--- src/rtl/dci_pkg.sv ---
package dci_pkg;
    localparam int RX_N   = 8;
    localparam int TX_N   = 3;
    localparam int CH_N   = RX_N + TX_N;
    localparam int SLOT_W = $clog2(RX_N);
    localparam int CODE_W = 4;
    localparam int VEC_W  = 8;
    localparam int BASE_W = VEC_W - CODE_W;
    localparam int DATA_W = 32;
    localparam int ADDR_W = 2;

    typedef enum logic [ADDR_W-1:0] {
        A_MASK = 2'd0,
        A_BASE = 2'd1,
        A_PRIO = 2'd2,
        A_PEND = 2'd3
    } reg_addr_e;

    typedef logic [RX_N-1:0][SLOT_W-1:0] prio_t;

    typedef struct packed {
        logic              hit;
        logic [CODE_W-1:0] code;
    } grant_t;

    function automatic prio_t identity_prio();
        prio_t p;
        for (int i = 0; i < RX_N; i++) p[i] = SLOT_W'(i);
        return p;
    endfunction

    function automatic logic [VEC_W-1:0] make_vec(logic [BASE_W-1:0] base,
                                                  logic [CODE_W-1:0] code);
        return {base, code};
    endfunction
endpackage

--- src/rtl/dci_regs.sv ---
module dci_regs
    import dci_pkg::*;
(
    input  logic              clk,
    input  logic              rst,
    input  logic              wr,
    input  logic [ADDR_W-1:0] addr,
    input  logic [DATA_W-1:0] wdata,
    input  logic [CH_N-1:0]   pend,
    output logic [CH_N-1:0]   mask,
    output logic [BASE_W-1:0] base,
    output prio_t             prio,
    output logic [DATA_W-1:0] rdata
);
    localparam int PRIO_BITS = RX_N * SLOT_W;

    always_ff @(posedge clk) begin
        if (rst) begin
            mask <= '0;
            base <= '0;
            prio <= identity_prio();
        end else if (wr) begin
            case (reg_addr_e'(addr))
                A_MASK:  mask <= wdata[CH_N-1:0];
                A_BASE:  base <= wdata[BASE_W-1:0];
                A_PRIO:  prio <= prio_t'(wdata[PRIO_BITS-1:0]);
                default: ;
            endcase
        end
    end

    always_comb begin
        rdata = '0;
        case (reg_addr_e'(addr))
            A_MASK: rdata[CH_N-1:0]      = mask;
            A_BASE: rdata[BASE_W-1:0]    = base;
            A_PRIO: rdata[PRIO_BITS-1:0] = prio;
            A_PEND: rdata[CH_N-1:0]      = pend;
            default: ;
        endcase
    end
endmodule

--- src/rtl/dci_pending.sv ---
module dci_pending
    import dci_pkg::*;
(
    input  logic            clk,
    input  logic            rst,
    input  logic [CH_N-1:0] set,
    input  logic [CH_N-1:0] clr,
    output logic [CH_N-1:0] pend
);
    for (genvar i = 0; i < CH_N; i++) begin : g_bit
        always_ff @(posedge clk) begin
            if (rst)
                pend[i] <= 1'b0;
            else
                pend[i] <= set[i] | (pend[i] & ~clr[i]);
        end
    end
endmodule

--- src/rtl/dci_rx_arb.sv ---
module dci_rx_arb
    import dci_pkg::*;
(
    input  logic [RX_N-1:0] active,
    input  prio_t           prio,
    output grant_t          grant
);
    always_comb begin
        grant = '0;
        for (int s = RX_N - 1; s >= 0; s--) begin
            if (active[prio[s]]) begin
                grant.hit  = 1'b1;
                grant.code = CODE_W'(prio[s]);
            end
        end
    end
endmodule

--- src/rtl/dci_tx_arb.sv ---
module dci_tx_arb
    import dci_pkg::*;
(
    input  logic [TX_N-1:0] active,
    output grant_t          grant
);
    always_comb begin
        grant = '0;
        for (int t = TX_N - 1; t >= 0; t--) begin
            if (active[t]) begin
                grant.hit  = 1'b1;
                grant.code = CODE_W'(RX_N + t);
            end
        end
    end
endmodule

--- src/rtl/dual_chain_irq.sv ---
module dual_chain_irq
    import dci_pkg::*;
(
    input  logic              clk,
    input  logic              rst,
    input  logic [RX_N-1:0]   rx_event,
    input  logic [TX_N-1:0]   tx_event,
    input  logic              reg_wr,
    input  logic [ADDR_W-1:0] reg_addr,
    input  logic [DATA_W-1:0] reg_wdata,
    output logic [DATA_W-1:0] reg_rdata,
    output logic              rx_irq_n,
    output logic              tx_irq_n,
    input  logic              rx_chain_in,
    output logic              rx_chain_out,
    input  logic              tx_chain_in,
    output logic              tx_chain_out,
    input  logic              iack,
    input  logic              iack_grp,
    output logic [VEC_W-1:0]  vec_out,
    output logic              vec_valid
);
    logic [CH_N-1:0]   pend;
    logic [CH_N-1:0]   mask;
    logic [CH_N-1:0]   active;
    logic [CH_N-1:0]   clr;
    logic [BASE_W-1:0] base;
    prio_t             prio;
    grant_t            rx_g, tx_g, win;
    logic              rx_any, tx_any, ack_rx, ack_tx;

    dci_regs u_regs (
        .clk(clk), .rst(rst), .wr(reg_wr), .addr(reg_addr), .wdata(reg_wdata),
        .pend(pend), .mask(mask), .base(base), .prio(prio), .rdata(reg_rdata)
    );

    dci_pending u_pend (
        .clk(clk), .rst(rst), .set({tx_event, rx_event}), .clr(clr), .pend(pend)
    );

    assign active = pend & ~mask;
    assign rx_any = |active[RX_N-1:0];
    assign tx_any = |active[CH_N-1:RX_N];

    dci_rx_arb u_rx_arb (.active(active[RX_N-1:0]), .prio(prio), .grant(rx_g));
    dci_tx_arb u_tx_arb (.active(active[CH_N-1:RX_N]), .grant(tx_g));

    assign rx_irq_n     = ~rx_any;
    assign tx_irq_n     = ~tx_any;
    assign rx_chain_out = rx_chain_in & ~rx_any;
    assign tx_chain_out = tx_chain_in & ~tx_any;

    assign ack_rx    = iack & ~iack_grp & rx_chain_in & rx_g.hit;
    assign ack_tx    = iack &  iack_grp & tx_chain_in & tx_g.hit;
    assign vec_valid = ack_rx | ack_tx;
    assign win       = iack_grp ? tx_g : rx_g;
    assign vec_out   = vec_valid ? make_vec(base, win.code) : '0;

    always_comb begin
        clr = '0;
        if (vec_valid) clr[win.code] = 1'b1;
    end
endmodule

--- config.mk ---
export PLATFORM = sky130hd
export DESIGN_NAME = dual_chain_irq
export DESIGN_NICKNAME = d
export VERILOG_FILES = /design/src/rtl/dci_pkg.sv /design/src/rtl/dci_regs.sv /design/src/rtl/dci_pending.sv /design/src/rtl/dci_rx_arb.sv /design/src/rtl/dci_tx_arb.sv /design/src/rtl/dual_chain_irq.sv
export SDC_FILE = /design/constraint.sdc
export NUM_CORES = 1
export LEC_CHECK = 0
export BUFFER_PORTS_ARGS = -buffer_cell sky130_fd_sc_hd__buf_4
export CAP_MARGIN = 5
export CORE_ASPECT_RATIO = 2
export CORE_UTILIZATION = 43
export DETAILED_ROUTE_END_ITERATION = 10
export PLACE_DENSITY = 0.69
export SLEW_MARGIN = 5
export SYNTH_ARGS = -nofsm -noshare
export SYNTH_HDL_FRONTEND = slang
export SYNTH_HIERARCHICAL = 1
export SYNTH_SLANG_ARGS = --single-unit
--- constraint.sdc ---
create_clock -name clk -period 2.9 [get_ports clk]
set_input_delay 0.145 -clock clk [delete_from_list [all_inputs] [get_ports clk]]
set_output_delay 0.145 -clock clk [all_outputs]
set_load 0.02 [all_outputs]
==> results of run 1 <==
[logic make-up (layout without fill, tap and decap cells)]
kind of cell | after synthesis | in the layout | share of synthesized area, %
AOI/OAI and AO/OA | 57 | 57 | 10.8
buffers and inverters | 71 | 201 | 9.40
DFF | 50 | 50 | 24.6
muxes | 89 | 89 | 27.1
other | 3 | 10 | 0.276
and+or+nand+nor | 195 | 195 | 27.8
[final cells by class]
class	instances	area, µm²
Fill cell	763	3290
Timing Repair Buffer	168	1390
Inverter	25	96.3
Clock buffer	5	125
Clock inverter	3	48.8
Sequential cell	50	1010
Multi-Input combinational cell	351	2980
Tap cell	102	128
[per-stage QoR]
step	setup WS, ns	hold slack, ns	TNS [ns]	cells
5_1_grt	-0.495	0.0934	-8.99	704
4_1_cts	-0.372	0.0743	-5.97	699
3_5_place_dp	-0.336	0.387	-4.25	675
6_report	-0.379	0.0771	-6.50	704
2_1_floorplan	0.0834	0.214	0	472
3_3_place_gp	-0.274	0.382	-3.11	675
[metal layers]
layer | GRT usage (%) | vias to the layer above | wire length (µm)
li1 | - | 1865 | -
met3 | 4.20 | 62 | 516
met2 | 53.0 | 134 | 7840
met4 | 27.8 | 0 | 1380
met1 | 26.2 | 1935 | 4470
met5 | 0 | - | 0
[worst max path at each step]
stage	startpoint	end	slack [ns]	cells after the start
floorplan	u_regs/prio[13]$_SDFFE_PP0P_	u_pend/pend[9]$_SDFF_PP0_	0.08	11
global placement	u_pend/pend[1]$_SDFF_PP0_	u_pend/pend[1]$_SDFF_PP0_	-0.27	12
detailed placement	u_pend/pend[1]$_SDFF_PP0_	u_pend/pend[9]$_SDFF_PP0_	-0.34	12
CTS	u_pend/pend[2]$_SDFF_PP0_	vec_out[0]	-0.37	12
global route	u_pend/pend[2]$_SDFF_PP0_	vec_out[3]	-0.49	14
finish	u_pend/pend[2]$_SDFF_PP0_	vec_out[3]	-0.38	14
[flip-flops by register name, summed over array words and instances (netlist names)]
register,cells
u_regs/mask,11
u_regs/base,4
u_pend/pend,11
u_regs/prio,24
[layout by cell type, fill, tap and decap left out, types with 4 or more instances in the layout]
cell | netlist | layout
buf_4 | 13 | 146
nand2b_1 | 64 | 61
mux2i_1 | 64 | 59
dfxtp_1 | 50 | 39
nor2_1 | 43 | 36
inv_1 | 25 | 24
buf_6 | 8 | 17
mux4_2 | 15 | 15
nor3_1 | 16 | 14
and2_1 | 15 | 14
a21oi_2 | 11 | 13
nand2_1 | 13 | 12
dfxtp_2 | 0 | 11
conb_1 | 3 | 10
nor2b_4 | 3 | 9
mux2_2 | 9 | 9
clkbuf_16 | 0 | 7
a22o_1 | 7 | 7
nor2b_1 | 12 | 6
a21oi_1 | 11 | 5
nor2_4 | 0 | 5
o22a_1 | 4 | 4
a21oi_4 | 0 | 4
or2_2 | 4 | 4
mux2i_2 | 0 | 4
o21ai_0 | 4 | 4
[what timing repair did]
| action | CTS | global route |
|---|---|---|
| buffers inserted | 14 | 6 |
| setup endpoints to repair | 20 | 20 |
| gates resized for setup | 60 | 30 |
| endpoints found under the hold margin | 0 | 0 |
| pin swaps | 10 | 9 |
| cloned | 2 | 1 |
[critical path: cells and delay by family (launching register included)]
| family | cells | cell delay (ns) |
|---|---|---|
| compound gates | 3 | 0.53 |
| buf+inv | 5 | 0.69 |
| flops | 1 | 0.32 |
| mux | 1 | 0.26 |
| simple gates | 5 | 1.03 |
[power breakdown]
part	switching [W]	leakage (nW)	internal, W
registers	0.0000409	0.411	0.000718
logic	0.000399	2.06	0.000409
clock network	0.000293	0.0819	0.000414
total	0.000734	2.56	0.00154
==> flow_metrics.py, run 1 <==
metrics = {
    "worst_setup_path": {
        "cp-end-kind": "primary output",
        "critPathLaunchType": "flop",
        "critPathRequiredTime_ns": 2.76,
        "r2r_slack_ns": -0.32,
        "cp.arrival_ns": 3.13,
        "critPathMaxFanout": 5,
        "cp_cell_sequence": "nor2b_4 > buf_6 > buf_4 > mux2i_1 > o22ai_2 > a21oi_4 > nand4_1 > or4_4 > and4b_1 > a41oi_2 > buf_4 > buf_12 > nor2_4 > buf_6",
        "cpPeakStageDelay_ns": 0.53,
        "crit_type": "reg -> out",
        "worst-r2r-cell-count": 14,
        "crit_slowest_cell": "or4_4",
        "r2r-start": "u_pend/pend[2]$_SDFF_PP0_",
        "r2r_end": "u_pend/pend[5]$_SDFF_PP0_",
    },
    "finish": {
        "fin_util_pct": 63.7,
        "final_nets": 653,
        "area_growth_pct": 42.0,
        "stdcell_area_um2": 5780,
        "drive_gt1_share_pct": 45.8,
        "antenna_cells": 0,
    },
    "detailed_routing": {
        "final_antenna_net_count": 0,
        "dr.pass1.iters": 7,
        "routedWlPerCell_um": 20.2,
        "routed_wirelength_um": 14200,
        "drt_iter0_drc": 186,
        "num_vias": 3996,
        "vias_per_cell": 5.68,
        "drc": 0,
    },
    "floorplanning": {
        "initial_core_util_pct": 44.9,
        "ios": 97,
        "dieArea_um2": 9890,
        "die_w_um": 70.8,
        "rows": 49,
        "die_y_um": 140,
        "core_region_area_um2": 9070,
    },
    "power_and_ir_drop": {
        "finalPower_w": 0.00227,
        "ir_worst_vdd_mv": 0.401,
        "power_density_nw_per_um2": 393,
        "p_leak_nw": 2.56,
    },
    "cts": {
        "cts.reportedPaths.clkPinSlew_ns": 0.07,
        "clock_tree.root_cell": "clkbuf_16",
        "clk_latency_ns": 0.30,
        "cts_buffers": 5,
        "cts_hold_buffers": 0,
        "cts.path.max_buffers": 2,
        "clock-sinks": 50,
        "htreeDepth": 2,
        "tritoncts": "built",
    },
    "min_path": {
        "hold_depth": 3,
        "holdCritStartpoint": "rx_event[4]",
        "holdPathEnd": "u_pend/pend[4]$_SDFF_PP0_",
        "holdCritPathClass": "in -> reg",
    },
    "sta": {
        "max_freq_mhz": 305,
        "report.final.slew_viol_count": 0,
        "skew_ns": 0.00404,
        "fin_crit_ns": 3.28,
        "period_share_pct": 113,
        "worst_pin_slew_ns": 0.727,
        "slew_headroom_pct": 51.5,
        "hold_viol": 0,
        "rsz0062_at_grt": "true",
        "setup_ws_ns": -0.379,
        "setup_viol": 20,
    },
    "grt": {
        "grt_pass1_wl_um": 21600,
        "grt-ovfl-total": 0,
        "antenna_found_initial": 0,
        "grt_pass1_vias": 4182,
        "track_usage_pct": 29.1,
        "grt_max_degree": 79,
    },
    "synth": {
        "synth_area_leader_cell": "dfxtp_1",
        "syn_area_um2": 4070,
        "yosysWarningCount": 6,
        "synthCells": 465,
        "ys_seq_elements": 50,
        "synth.top_cell.area_share_pct": 24.6,
        "syn_avg_cell_area_um2": 8.76,
        "synth-main-ff-cell": "dfxtp_1",
        "ys_top_cells_by_area": "dfxtp_1 (25%), mux2i_1 (16%), nand2b_1 (9.8%)",
        "synth_edf_count": 0,
        "async_reset_ff_share_pct": 0,
        "synth_cell_types": 53,
        "ys_seq_area_share_pct": 24.6,
        "synth_commonest_cells": "mux2i_1 (64), nand2b_1 (64), dfxtp_1 (50)",
    },
    "job": {
        "drv_cap": 0,
    },
    "place": {
        "place_area_um2": 5070,
        "gp_congestion": 0.933,
        "io_buffers": 80,
        "dp_hpwl_um": 10400,
    },
    "run_status": {
        "violations": "setup timing",
        "status": "complete, but fails checks",
    },
}
No activity file was read; power rests on OpenSTA's default activity.
==> run 2, diff against run 1 <==
- REMOVE_ABC_BUFFERS: default -> 1
==> flow_metrics.py, run 2 (same netlist as run 1, synthesis figures left out) <==
metrics = {
    "grt": {
        "grt-ovfl-total": 0,
        "antenna_found_initial": 0,
        "grt_max_degree": 79,
        "track_usage_pct": 26.7,
        "grt_pass1_wl_um": 20400,
        "grt_pass1_vias": 4201,
    },
    "place": {
        "place_area_um2": 5200,
        "gp_congestion": 0.983,
        "dp_hpwl_um": 9820,
        "io_buffers": 80,
        "place_ws_ns": -0.337,
    },
    "power_and_ir_drop": {
        "p_leak_nw": 2.61,
        "ir_worst_vdd_mv": 0.302,
        "power_density_nw_per_um2": 393,
    },
    "sta": {
        "max_freq_mhz": 299,
        "worst_pin_slew_ns": 0.895,
        "skew_ns": 0.00571,
        "period_share_pct": 115,
        "setup_viol": 20,
        "report.final.slew_viol_count": 0,
        "slew_headroom_pct": 40.2,
        "tns_ns": -7.20,
        "fin_crit_ns": 3.35,
        "setup_ws_ns": -0.445,
        "rsz0062_at_grt": "true",
        "hold_viol": 0,
    },
    "floorplanning": {
        "die_y_um": 140,
        "dieArea_um2": 9890,
        "die_w_um": 70.8,
        "initial_core_util_pct": 44.9,
        "ios": 97,
        "rows": 49,
        "core_region_area_um2": 9070,
    },
    "cts": {
        "clock_tree.root_cell": "clkbuf_16",
        "clk_latency_ns": 0.30,
        "cts_buffers": 5,
        "htreeDepth": 2,
        "cts.path.max_buffers": 2,
        "cts.reportedPaths.clkPinSlew_ns": 0.07,
        "cts_hold_buffers": 0,
        "tritoncts": "built",
        "clock-sinks": 50,
    },
    "detailed_routing": {
        "routed_wirelength_um": 13500,
        "dr.pass1.iters": 6,
        "num_vias": 4011,
        "final_antenna_net_count": 0,
        "vias_per_cell": 5.63,
        "drc": 0,
        "routedWlPerCell_um": 19.0,
        "drt_iter0_drc": 189,
    },
    "worst_setup_path": {
        "cpPeakStageDelay_ns": 0.56,
        "crit_slowest_cell": "or4_4",
        "cp-end-kind": "primary output",
        "crit_type": "reg -> out",
        "crit_family": "simple AND/OR/NAND/NOR gates",
        "crit_path_frequent_cell": "buf_4",
        "critPathRequiredTime_ns": 2.76,
        "critPathBufInv": 6,
        "cp.arrival_ns": 3.20,
        "critPathLaunchType": "flop",
        "cp_cell_sequence": "nor2b_4 > buf_4 > mux2i_1 > o22ai_2 > buf_4 > nor2_4 > buf_4 > nand4_1 > or4_4 > and4b_1 > a41oi_4 > buf_6 > buf_12 > nor2_1 > buf_4",
        "critPathMaxFanout": 7,
    },
    "job": {
        "drv_cap": 0,
    },
    "finish": {
        "final_nets": 661,
        "fin_util_pct": 64.8,
        "antenna_cells": 0,
        "top_regs": "u_regs/prio: 24 flops, u_pend/pend: 11 flops, u_regs/mask: 11 flops",
        "drive_gt1_share_pct": 47.4,
        "regMostFlops": "u_regs/prio",
        "stdcell_area_um2": 5880,
        "layout_common_cells": "buf_4 (154), nand2b_1 (61), mux2i_1 (60)",
        "largest_reg_flops": 24,
        "layout.cells.most_common": "buf_4",
        "area_growth_pct": 44.4,
    },
    "run_status": {
        "violations": "setup timing",
        "status": "complete, but fails checks",
    },
    "min_path": {
        "holdCritPathClass": "in -> reg",
    },
}
run 2: cell count changes in the layout (fill, tap and decap cells not counted), sizes merged:
| cell | before | now |
|---|---|---|
| clkinvlp | 1 | 0 |
| clkbuf | 7 | 6 |
| buf | 166 | 175 |
| clkinv | 0 | 1 |
run 2: worst register-to-register path: stages (launching register included):
cell	delay, ns
dfxtp_1	0.32
nor2b_4	0.16
buf_4	0.16
mux2i_1	0.22
o22ai_2	0.12
buf_4	0.18
nor2_4	0.09
buf_4	0.11
nand4_1	0.09
or4_4	0.56
and4b_1	0.23
a41oi_4	0.23
buf_6	0.15
buf_4	0.13
clkbuf_16	0.14
nor3_1	0.05
nand2b_1	0.15
a21oi_2	0.12
run 2: report_power, final:
group / total, W / leakage, nW / internal (W) / switching (W)
Combinational: 0.000860 / 2.11 / 0.000438 / 0.000422
Sequential: 0.000752 / 0.412 / 0.000718 / 0.0000333
Clock: 0.000703 / 0.0842 / 0.000410 / 0.000293
Total: 0.00231 / 2.61 / 0.00157 / 0.000748
run 2: layer usage:
metal  wire, µm  GRT usage [%]
met5          0              0
met2       7730           52.5
met1       4500           24.6
met3        420           2.53
met4        879           18.4
run 2: stage by stage:
step / hold WS [ns] / instances / power [W]
2_1_floorplan: 0.207 / 426 / 0.00111
3_3_place_gp: 0.380 / 689 / 0.00144
3_5_place_dp: 0.389 / 689 / 0.00145
4_1_cts: 0.0830 / 709 / 0.00226
5_1_grt: 0.0908 / 712 / 0.00239
6_report: 0.0833 / 712 / 0.00231
run 2: final timing paths:
check | depth (start not counted) | slack, ns | startpoint | endpoint
hold reg to reg | 2 | 0.48 | u_pend/pend[10]$_SDFF_PP0_ | u_pend/pend[10]$_SDFF_PP0_
setup reg to reg | 17 | -0.36 | u_pend/pend[6]$_SDFF_PP0_ | u_pend/pend[1]$_SDFF_PP0_
setup / recovery | 15 | -0.45 | u_pend/pend[6]$_SDFF_PP0_ | vec_out[7]
hold / removal | 3 | 0.08 | tx_event[1] | u_pend/pend[9]$_SDFF_PP0_
run 2: layout make-up:
| type | count | area, µm² |
|---|---|---|
| clock buffers | 5 | 125 |
| flip-flops and latches | 50 | 1020 |
| inverters | 25 | 96.3 |
| fillers | 754 | 3190 |
| multi-input cells | 351 | 3020 |
| repair buffers | 176 | 1460 |
| clock inverters | 3 | 43.8 |
| well taps | 102 | 128 |
run 2: timing repair:
item,CTS,global route
gates cloned,2,1
setup buffers,15,5
endpoints found under the setup margin,20,20
resized for setup,60,37
pin swaps,21,9
==> run 3, diff against run 2 <==
- RECOVER_POWER: default -> 50
==> flow_metrics.py, run 3 (same netlist as run 1, synthesis figures left out) <==
metrics = {
    "floorplanning": {
        "ios": 97,
        "core_region_area_um2": 9070,
        "dieArea_um2": 9890,
        "initial_core_util_pct": 44.9,
        "die_y_um": 140,
        "die_w_um": 70.8,
        "rows": 49,
    },
    "sta": {
        "report.final.slew_viol_count": 0,
        "skew_ns": 0.00528,
        "rsz0062_at_grt": "true",
        "tns_ns": -7.30,
        "period_share_pct": 115,
        "fin_crit_ns": 3.34,
        "max_freq_mhz": 299,
        "setup_viol": 20,
        "setup_ws_ns": -0.440,
        "hold_viol": 0,
        "slew_headroom_pct": 6.65,
        "worst_pin_slew_ns": 1.40,
    },
    "finish": {
        "layout_common_cells": "buf_4 (151), nand2b_1 (61), mux2i_1 (60)",
        "regMostFlops": "u_regs/prio",
        "num-fill-cells": 754,
        "area_growth_pct": 44.2,
        "stdcell_area_um2": 5870,
        "antenna_cells": 0,
        "multiInputGateArea_um2": 3020,
        "largest_reg_flops": 24,
        "top_regs": "u_regs/prio: 24 flops, u_pend/pend: 11 flops, u_regs/mask: 11 flops",
        "final_nets": 661,
        "drive_gt1_share_pct": 47.0,
        "layout.cells.most_common": "buf_4",
        "seqCellArea_um2": 1020,
    },
    "power_and_ir_drop": {
        "power.combinational.fraction_pct": 37.2,
        "switching_share_pct": 32.3,
        "p_leak_nw": 2.60,
        "seqPwrFrac_pct": 32.5,
        "ir_worst_vdd_mv": 0.302,
        "internal-power_w": 0.00157,
        "power_frac_clock_pct": 30.3,
        "power_density_nw_per_um2": 394,
        "p_sw_w": 0.000749,
    },
    "worst_setup_path": {
        "critPathLaunchType": "flop",
        "cpPeakStageDelay_ns": 0.56,
        "critPathMaxFanout": 6,
        "r2r_end": "u_pend/pend[1]$_SDFF_PP0_",
        "r2r-start": "u_pend/pend[7]$_SDFF_PP0_",
        "crit_slowest_cell": "or4_4",
        "r2r_slack_ns": -0.37,
        "critPathRequiredTime_ns": 2.76,
        "crit_type": "reg -> out",
        "cp_cell_sequence": "nor2b_4 > buf_12 > mux4_2 > mux2i_2 > nand4_1 > or4_4 > and4b_1 > a41oi_4 > buf_6 > buf_12 > nor2_1 > buf_4",
        "cp-end-kind": "primary output",
        "worst-r2r-cell-count": 14,
        "cp.arrival_ns": 3.20,
        "crit_path_frequent_cell": "buf_12",
    },
    "grt": {
        "grt_pass1_wl_um": 20400,
        "grt-ovfl-total": 0,
        "antenna_found_initial": 0,
        "track_usage_pct": 26.7,
        "grt_max_degree": 79,
        "grt_pass1_vias": 4201,
    },
    "cts": {
        "clk_latency_ns": 0.30,
        "clock_tree.root_cell": "clkbuf_16",
        "cts.path.max_buffers": 2,
        "clock-sinks": 50,
        "cts.reportedPaths.clkPinSlew_ns": 0.07,
        "cts_buffers": 5,
        "tritoncts": "built",
        "htreeDepth": 2,
    },
    "min_path": {
        "holdCritStartpoint": "tx_event[1]",
        "holdCritPathClass": "in -> reg",
        "holdPathEnd": "u_pend/pend[9]$_SDFF_PP0_",
        "hold_depth": 3,
    },
    "detailed_routing": {
        "vias_per_cell": 5.69,
        "num_vias": 4050,
        "dr.pass1.iters": 6,
        "drc": 0,
        "routed_wirelength_um": 13600,
        "routedWlPerCell_um": 19.1,
        "drt_iter0_drc": 189,
        "final_antenna_net_count": 0,
    },
    "run_status": {
        "violations": "setup timing",
        "status": "complete, but fails checks",
    },
    "place": {
        "dp_hpwl_um": 9820,
        "io_buffers": 80,
        "gp_congestion": 0.983,
        "place_area_um2": 5200,
    },
    "job": {
        "drv_cap": 0,
    },
}
[run 3: cell count changes in the layout (fill, tap and decap cells not counted)]
cell and delta:
clkbuf_1 +2, buf_4 -3, clkbuf_2 +1
[run 3: timing repair]
item                                    in CTS  in global routing
resized for setup                           60                 37
buffers inserted                            15                  5
endpoints found under the setup margin      20                 20
pin swaps                                   21                  9
hold buffers                                 0                  0
cloned                                       2                  1
[run 3: layer usage]
metal	global-route usage [%]	routed length [µm]	share of wire, %	up-vias
met1	24.6	4520	33	1941
met2	52.5	7710	57	157
met4	18.4	897	6.6	0
met5	0	0	0	-
li1	-	-	-	1886
met3	2.53	433	3.2	66
[run 3: worst max-delay path by stage]
stage / cells past startpoint / to / from
detailed placement: 14 / u_pend/pend[0]$_SDFF_PP0_ / u_pend/pend[7]$_SDFF_PP0_
floorplan: 10 / u_pend/pend[0]$_SDFF_PP0_ / u_regs/prio[16]$_SDFFE_PP0P_
finish: 12 / vec_out[7] / u_pend/pend[7]$_SDFF_PP0_
global route: 12 / vec_out[0] / u_pend/pend[7]$_SDFF_PP0_
CTS: 13 / vec_out[0] / u_pend/pend[7]$_SDFF_PP0_
global placement: 14 / u_pend/pend[0]$_SDFF_PP0_ / u_pend/pend[7]$_SDFF_PP0_
[run 3: area by class of cell]
cell class,instances,share of cell area (%)
Tap cell,102,2.17
Multi-Input combinational cell,351,51.4
Clock buffer,5,2.13
Sequential cell,50,17.3
Inverter,25,1.64
Timing Repair Buffer,176,24.6
Clock inverter,3,0.746
[run 3: power by group through the flow]
stage | Clock (W) | Sequential (W) | Combinational, W
after global routing | 0.000728 | 0.000756 | 0.000906
after CTS | 0.000706 | 0.000749 | 0.000804
after detailed placement | 0 | 0.000761 | 0.000692
final | 0.000702 | 0.000752 | 0.000862
after floorplan | 0 | 0.000759 | 0.000353
after global placement | 0 | 0.000761 | 0.000684
[run 3: metrics by stage]
| stage | utilization, % | std cells | power (W) | setup WS [ns] | hold slack, ns |
|---|---|---|---|---|---|
| 6_report | 64.7 | 712 | 0.00232 | -0.440 | 0.0835 |
| 5_1_grt | 64.7 | 712 | 0.00239 | -0.485 | 0.0908 |
| 4_1_cts | 63.2 | 709 | 0.00226 | -0.394 | 0.0830 |
| 3_5_place_dp | 57.3 | 689 | 0.00145 | -0.337 | 0.389 |
| 3_3_place_gp | 57.3 | 689 | 0.00144 | -0.292 | 0.380 |
| 2_1_floorplan | - | 426 | 0.00111 | -0.214 | 0.207 |
[run 3: worst max-delay path: cells and delay by family (launching register included)]
kind                   cells  cell delay (ns)
AOI/OAI and AO/OA          1             0.23
and+or+nand+nor            5             1.10
buffers and inverters      4             0.54
muxes                      2             0.71
DFF                        1             0.32
